File: config.mk
export PLATFORM = sky130hd
export DESIGN_NAME = crc_serial_engine
export DESIGN_NICKNAME = d
export VERILOG_FILES = /design/src/rtl/crc_sel_pkg.sv /design/src/rtl/crc_poly_decode.sv /design/src/rtl/crc_shift_core.sv /design/src/rtl/crc_remainder_flag.sv /design/src/rtl/crc_serial_engine.sv
export SDC_FILE = /design/constraint.sdc
export NUM_CORES = 1
export LEC_CHECK = 0
export BUFFER_PORTS_ARGS = -buffer_cell sky130_fd_sc_hd__buf_2
export CELL_PAD_IN_SITES_DETAIL_PLACEMENT = 1
export CELL_PAD_IN_SITES_GLOBAL_PLACEMENT = 1
export CORE_ASPECT_RATIO = 1.4
export CORE_MARGIN = 2
export CORE_UTILIZATION = 41
export CTS_BUF_LIST = sky130_fd_sc_hd__clkbuf_4
export DETAILED_ROUTE_END_ITERATION = 8
export PLACE_DENSITY = 0.86
export SYNTH_ARGS = -nofsm -noshare
export SYNTH_HDL_FRONTEND = slang
export SYNTH_SLANG_ARGS = --single-unit
export TNS_END_PERCENT = 1
File: constraint.sdc
create_clock -name clk -period 1.6 [get_ports clk]
set_input_delay 0.08 -clock clk [delete_from_list [all_inputs] [get_ports clk]]
set_output_delay 0.08 -clock clk [all_outputs]
set_load 0.05 [all_outputs]
File: src/rtl/crc_sel_pkg.sv
package crc_sel_pkg;
  localparam int CRC_W = 16;
  localparam int IDX_W = $clog2(CRC_W);

  typedef enum logic [2:0] {
    SEL_C16    = 3'd0,
    SEL_C16R   = 3'd1,
    SEL_CCITT  = 3'd2,
    SEL_CCITTR = 3'd3,
    SEL_C12    = 3'd4,
    SEL_PAR8   = 3'd5,
    SEL_C8     = 3'd6,
    SEL_C7     = 3'd7
  } poly_sel_e;

  // tap vector without the implicit leading term
  function automatic logic [CRC_W-1:0] poly_taps(poly_sel_e s);
    case (s)
      SEL_C16:    return 16'h8005;
      SEL_C16R:   return 16'h4003;
      SEL_CCITT:  return 16'h1021;
      SEL_CCITTR: return 16'h0811;
      SEL_C12:    return 16'h080F;
      SEL_PAR8:   return 16'h0001;
      SEL_C8:     return 16'h0007;
      default:    return 16'h0009;
    endcase
  endfunction

  function automatic logic [IDX_W:0] poly_degree(poly_sel_e s);
    case (s)
      SEL_C12:           return (IDX_W+1)'(12);
      SEL_PAR8, SEL_C8:  return (IDX_W+1)'(8);
      SEL_C7:            return (IDX_W+1)'(7);
      default:           return (IDX_W+1)'(16);
    endcase
  endfunction

  function automatic logic [CRC_W-1:0] poly_mask(poly_sel_e s);
    logic [CRC_W-1:0] m;
    for (int i = 0; i < CRC_W; i++) m[i] = (i < int'(poly_degree(s)));
    return m;
  endfunction
endpackage

File: src/rtl/crc_poly_decode.sv
module crc_poly_decode
  import crc_sel_pkg::*;
#(
  parameter int W  = CRC_W,
  parameter int IW = IDX_W
) (
  input  poly_sel_e       sel,
  output logic [W-1:0]    taps,
  output logic [W-1:0]    field_mask,
  output logic [IW-1:0]   top_idx
);
  logic [IW:0] degree;

  always_comb begin
    taps    = poly_taps(sel);
    degree  = poly_degree(sel);
    top_idx = IW'(degree - 1'b1);
  end

  for (genvar g = 0; g < W; g++) begin : g_mask
    assign field_mask[g] = (int'(degree) > g);
  end
endmodule

File: src/rtl/crc_shift_core.sv
module crc_shift_core #(
  parameter int W  = 16,
  parameter int IW = 4
) (
  input  logic          clk,
  input  logic          rst_n,
  input  logic          clr,
  input  logic          pre,
  input  logic          fb_en,
  input  logic          din,
  input  logic [W-1:0]  taps,
  input  logic [W-1:0]  field_mask,
  input  logic [IW-1:0] top_idx,
  output logic [W-1:0]  state_q
);
  logic [W-1:0] state_d;
  logic [W-1:0] shifted;
  logic         top_bit;
  logic         fb;

  always_comb begin
    top_bit = state_q[top_idx];
    fb      = fb_en & (din ^ top_bit);
    shifted = {state_q[W-2:0], 1'b0} & field_mask;
    if (clr)
      state_d = '0;
    else if (pre)
      state_d = '1;
    else
      state_d = shifted ^ (taps & {W{fb}});
  end

  always_ff @(negedge clk or negedge rst_n) begin
    if (!rst_n)
      state_q <= '0;
    else
      state_q <= state_d;
  end
endmodule

File: src/rtl/crc_remainder_flag.sv
module crc_remainder_flag #(
  parameter int W  = 16,
  parameter int IW = 4
) (
  input  logic [W-1:0]  state_q,
  input  logic [W-1:0]  field_mask,
  input  logic [IW-1:0] top_idx,
  output logic          dout,
  output logic          crc_err
);
  always_comb begin
    dout    = state_q[top_idx];
    crc_err = |(state_q & field_mask);
  end
endmodule

File: src/rtl/crc_serial_engine.sv
module crc_serial_engine
  import crc_sel_pkg::*;
(
  input  logic       clk,
  input  logic       rst_n,
  input  logic       sync_clear,
  input  logic       sync_preset,
  input  logic       feedback_en,
  input  logic [2:0] poly_sel,
  input  logic       din,
  output logic       dout,
  output logic       crc_err
);
  logic [CRC_W-1:0] taps;
  logic [CRC_W-1:0] field_mask;
  logic [IDX_W-1:0] top_idx;
  logic [CRC_W-1:0] state_q;

  crc_poly_decode #(.W(CRC_W), .IW(IDX_W)) u_decode (
    .sel        (poly_sel_e'(poly_sel)),
    .taps       (taps),
    .field_mask (field_mask),
    .top_idx    (top_idx)
  );

  crc_shift_core #(.W(CRC_W), .IW(IDX_W)) u_core (
    .clk        (clk),
    .rst_n      (rst_n),
    .clr        (sync_clear),
    .pre        (sync_preset),
    .fb_en      (feedback_en),
    .din        (din),
    .taps       (taps),
    .field_mask (field_mask),
    .top_idx    (top_idx),
    .state_q    (state_q)
  );

  crc_remainder_flag #(.W(CRC_W), .IW(IDX_W)) u_flag (
    .state_q    (state_q),
    .field_mask (field_mask),
    .top_idx    (top_idx),
    .dout       (dout),
    .crc_err    (crc_err)
  );
endmodule

# After elaboration in Yosys (flattened, before gate mapping)
# Cells that the tools add are included.
totals:
  regBits: 16
  inputBits: 9
  out_inout_bits: 2
classes:
  add_sub_neg: 1
  n_lt_le_gt_ge: 17
  eq_ne: 7
  n_mux: 6
  bitwise: 6
  n_reduce_logical: 3
ops:
  columns: ["cell", "count"]
  rows:
  - ["$pmux 16 s7", 1]
  - ["$and 16x16->16", 3]
  - ["$gt 5x4->1 const B", 8]
  - ["$mux 16", 2]
  - ["$gt 5x3->1 const B", 4]
  - ["$reduce_or 16->1", 1]
  - ["$xor 16x16->16", 1]
  - ["$pmux 5 s3", 1]
  - ["$eq 3x3->1 const B", 4]
  - ["$gt 5x1->1 const B", 2]
  - ["$gt 5x2->1 const B", 2]
  - ["$eq 3x2->1 const B", 2]
  - ["$lt 4x5->1 const B", 1]
  - ["$bmux 1 s4", 1]
  - ["$sub 4x1->4 const B", 1]
  - ["$eq 3x1->1 const B", 1]
  - ["$logic_not 3->1", 1]
  - ["$reduce_or 2->1", 1]
  - ["$and 1x1->1", 1]
  - ["$mux 1", 1]
  - ["$xor 1x1->1", 1]

# Longest topological paths before layout
depth:
  word_depth: 12
  mapped_depth: 6

# Hierarchy
# A second synthesis with hierarchy kept.
hier_totals:
  cells_unflattened: 186
  hier_area_um2: 1734.2
by_module_without_submodules:
  columns: ["module", "instances", "cells_per_inst", "area_each_um2", "seq_area_each_um2"]
  rows:
  - ["crc_shift_core", 1, 125, 1239.9, 400.4]
  - ["crc_poly_decode", 1, 45, 282.8, 0.0]
  - ["crc_remainder_flag", 1, 16, 211.5, 0.0]

==> metrics.txt <==
wire length of the first global-routing pass 5620 microns; TritonCTS buffer count 3; maximum VDD drop 0.512 mV; Post-Layout Inst Area 1380 sq um; Worst Reg-to-Reg Cells 6; maximum clock skew at final layout 0.00948 ns; I/O Buffers 10; Unique masters post-synth 41; # H-tree levels 1; Routed wire per std cell 20.9 microns; sequential power share 0.462; signed area change from the synthesized netlist to the final layout 40.0%; number of setup violations in the final report 12; sequential area share after synthesis 0.405; maximum number of pins on one net before global-route repair 17; overall routed net length 3720 microns; die span in x 45.5 microns; met2 Usage GRT 0.505; commonest cells after routing, fill and taps aside 34 x buf_4, 16 x dfrtn_1, 11 x nor2_1, 8 x nand2_1, 8 x a21oi_1; final count of hold timing violations 0; startpoint class of the critical path register; maximum capacitance violations 0; met3 routing resource usage after global routing 0.0260; TritonCTS sink count 16; die span in y 62.1 microns; Int Pwr 0.675 mW; setup slack of the critical path after layout -0.748 ns; switching part of the total power 0.331; routed vias/inst 6.25; Min-Delay Path Class primary input to async pin; via count of the first global-routing pass 1229; most utilized layer in the global route result met2; setup repair after global routing missed its margin true; Clk pin slew, worst setup/hold paths 0.07 ns; hpwl dp 2540 microns; first drt pass iteration count 4; clock network latency to the later pin of the worst-skew pair 0.29 ns; worst reg2reg setup slack -0.35 ns; total net switching power 0.334 mW; post-cts hold buffer count 0; Worst Setup End Kind primary output; post-route DRC violation count 0; final-report max-slew violation count 0; n_diodes 0; Post-Syn Area per Cell 8.75 sq um; Least-Margin Pin Slew 0.503 ns; cell type with the largest total area after synthesis dfrtn_1; register bank with the most flops u_core.state_q; Pwr per Cell Area 729 nW/um^2; number of top-level pins 11; placeable core area 2340 sq um; number of cell rows 21; main area contributors after synthesis dfrtn_1 41%, a21oi_1 5.1%, nor2_1 4.2%, nand2_1 3.0%, o31ai_1 3.0%; maximum number of buffers from clock root to sink 2; commonest register cell after synthesis dfrtn_1; power share of the combinational group 0.311; critical path fanouts, max 2; run status finished with violations; syn_nets 122; clock root buffer clkbuf_4; Global Route Usage Sum 0.280; type of the worst setup path register to primary output; Post-Route Utilization 0.592; Critical Path AT 2.27 ns; CTS tree built; Worst slew margin 0.663; setup_tns -5.55 ns; final weighted congestion in routability-driven placement 0.856; Die Area 2830 sq um; leading registers by flop count u_core.state_q: 16 flops; number of enable-type register cells in the synthesized netlist 0; number of nets in the final layout 165; initial antenna violation count 0; part of the total power dissipated in the clock network 0.227; post-synthesis register bit count 16; area after detailed placement 1270 sq um; top-area cell type share of the netlist area 0.405; leakage power figure 0.638 nW; share of post-route cells with drive strength above 1 0.387; residual antenna-violating net count after detailed routing 0; share of async-settable or async-resettable flops after synthesis 1.00; most common cell after layout, fill and taps aside buf_4; violation count after the first detailed-routing iteration 47; met1 track demand over resource 0.315; initial cell density of the core 0.423; number of flip-flops under the largest register name 16; warnings from Yosys 0; total standard cell area after synthesis 988 sq um; violations in the final reports setup timing; total number of vias 1113; count of filler cells inserted in the layout 273; number of instances in the synthesized netlist 113; required time at the worst-slack endpoint 1.52 ns; total global routing overflow 0
[timing repair]
item	4_1_cts	5_1_grt
pin swaps	4	3
gates resized for setup	8	8
endpoints found under the hold margin	0	0
setup endpoints to repair	12	15
buffers inserted	1	2
[cells in the mapped netlist, types with 3 or more instances]
master / instances
clkbuf_1: 3
inv_1: 4
nor4_1: 3
or4_1: 3
nor2_1: 11
o21ai_0: 3
nand4_1: 4
a21oi_1: 10
o31ai_1: 4
dfrtn_1: 16
nor3_1: 5
a31oi_1: 4
nand2_1: 8
[worst max-delay path, stage by stage, from the launching register on]
cell and delay [ns]:
dfrtn_1 0.36, nor4_2 0.27, nor2_1 0.10, a21oi_1 0.13, nand4_1 0.14, buf_6 0.19
[layout make-up]
type / instances / area, sq um / area share
Clock buffer: 3 / 22.5 / 0.0163
Timing Repair Buffer: 44 / 324 / 0.234
Clock inverter: 1 / 3.75 / 0.00271
Tap cell: 23 / 28.8 / 0.0208
Inverter: 4 / 15.0 / 0.0108
Sequential cell: 16 / 400 / 0.289
Multi-Input combinational cell: 87 / 589 / 0.426
[kinds of logic (layout without fill, tap and decap cells)]
family,after synthesis,in the layout,share of synthesized area
muxes,2,2,0.0203
AOI/OAI and AO/OA,32,32,0.229
xor gates and xnor gates,2,2,0.0177
buffers and inverters,10,52,0.0468
and+or+nand+nor,51,51,0.281
DFF,16,16,0.405
[routing by layer]
layer,up-vias,wire [microns]
met1,584,1570
met3,6,37
met5,-,0
met4,0,61
met2,14,2050
li1,509,-
[through the flow]
| step | total power, mW | hold slack [ns] | instances | worst slack, ns |
|---|---|---|---|---|
| after floorplan | 0.606 | 0.422 | 113 | -0.664 |
| after global placement | 0.725 | 0.457 | 171 | -0.699 |
| after detailed placement | 0.742 | 0.455 | 171 | -0.743 |
| after CTS | 0.988 | 0.382 | 176 | -0.747 |
| after global routing | 1.05 | 0.396 | 178 | -0.825 |
| final | 1.01 | 0.374 | 178 | -0.748 |
[power by group through the flow]
| stage | clock, mW | sequential, mW | combinational [mW] |
|---|---|---|---|
| finish | 0.229 | 0.466 | 0.314 |
| global route | 0.245 | 0.468 | 0.337 |
| CTS | 0.235 | 0.462 | 0.291 |
| detailed placement | 0 | 0.469 | 0.273 |
| global placement | 0 | 0.467 | 0.258 |
| floorplan | 0 | 0.462 | 0.144 |
[final timing paths]
path,from,end
worst max-delay path,u_core.state_q[13],crc_err
worst min-delay path,rst_n,u_core.state_q[15]
worst max register to register,u_core.state_q[11],u_core.state_q[1]
worst min register to register,u_core.state_q[5],u_core.state_q[6]
max in group asynchronous,rst_n,u_core.state_q[10]
min in group clk,u_core.state_q[5],u_core.state_q[6]
Note: power is estimated with default switching activity, not from simulation.
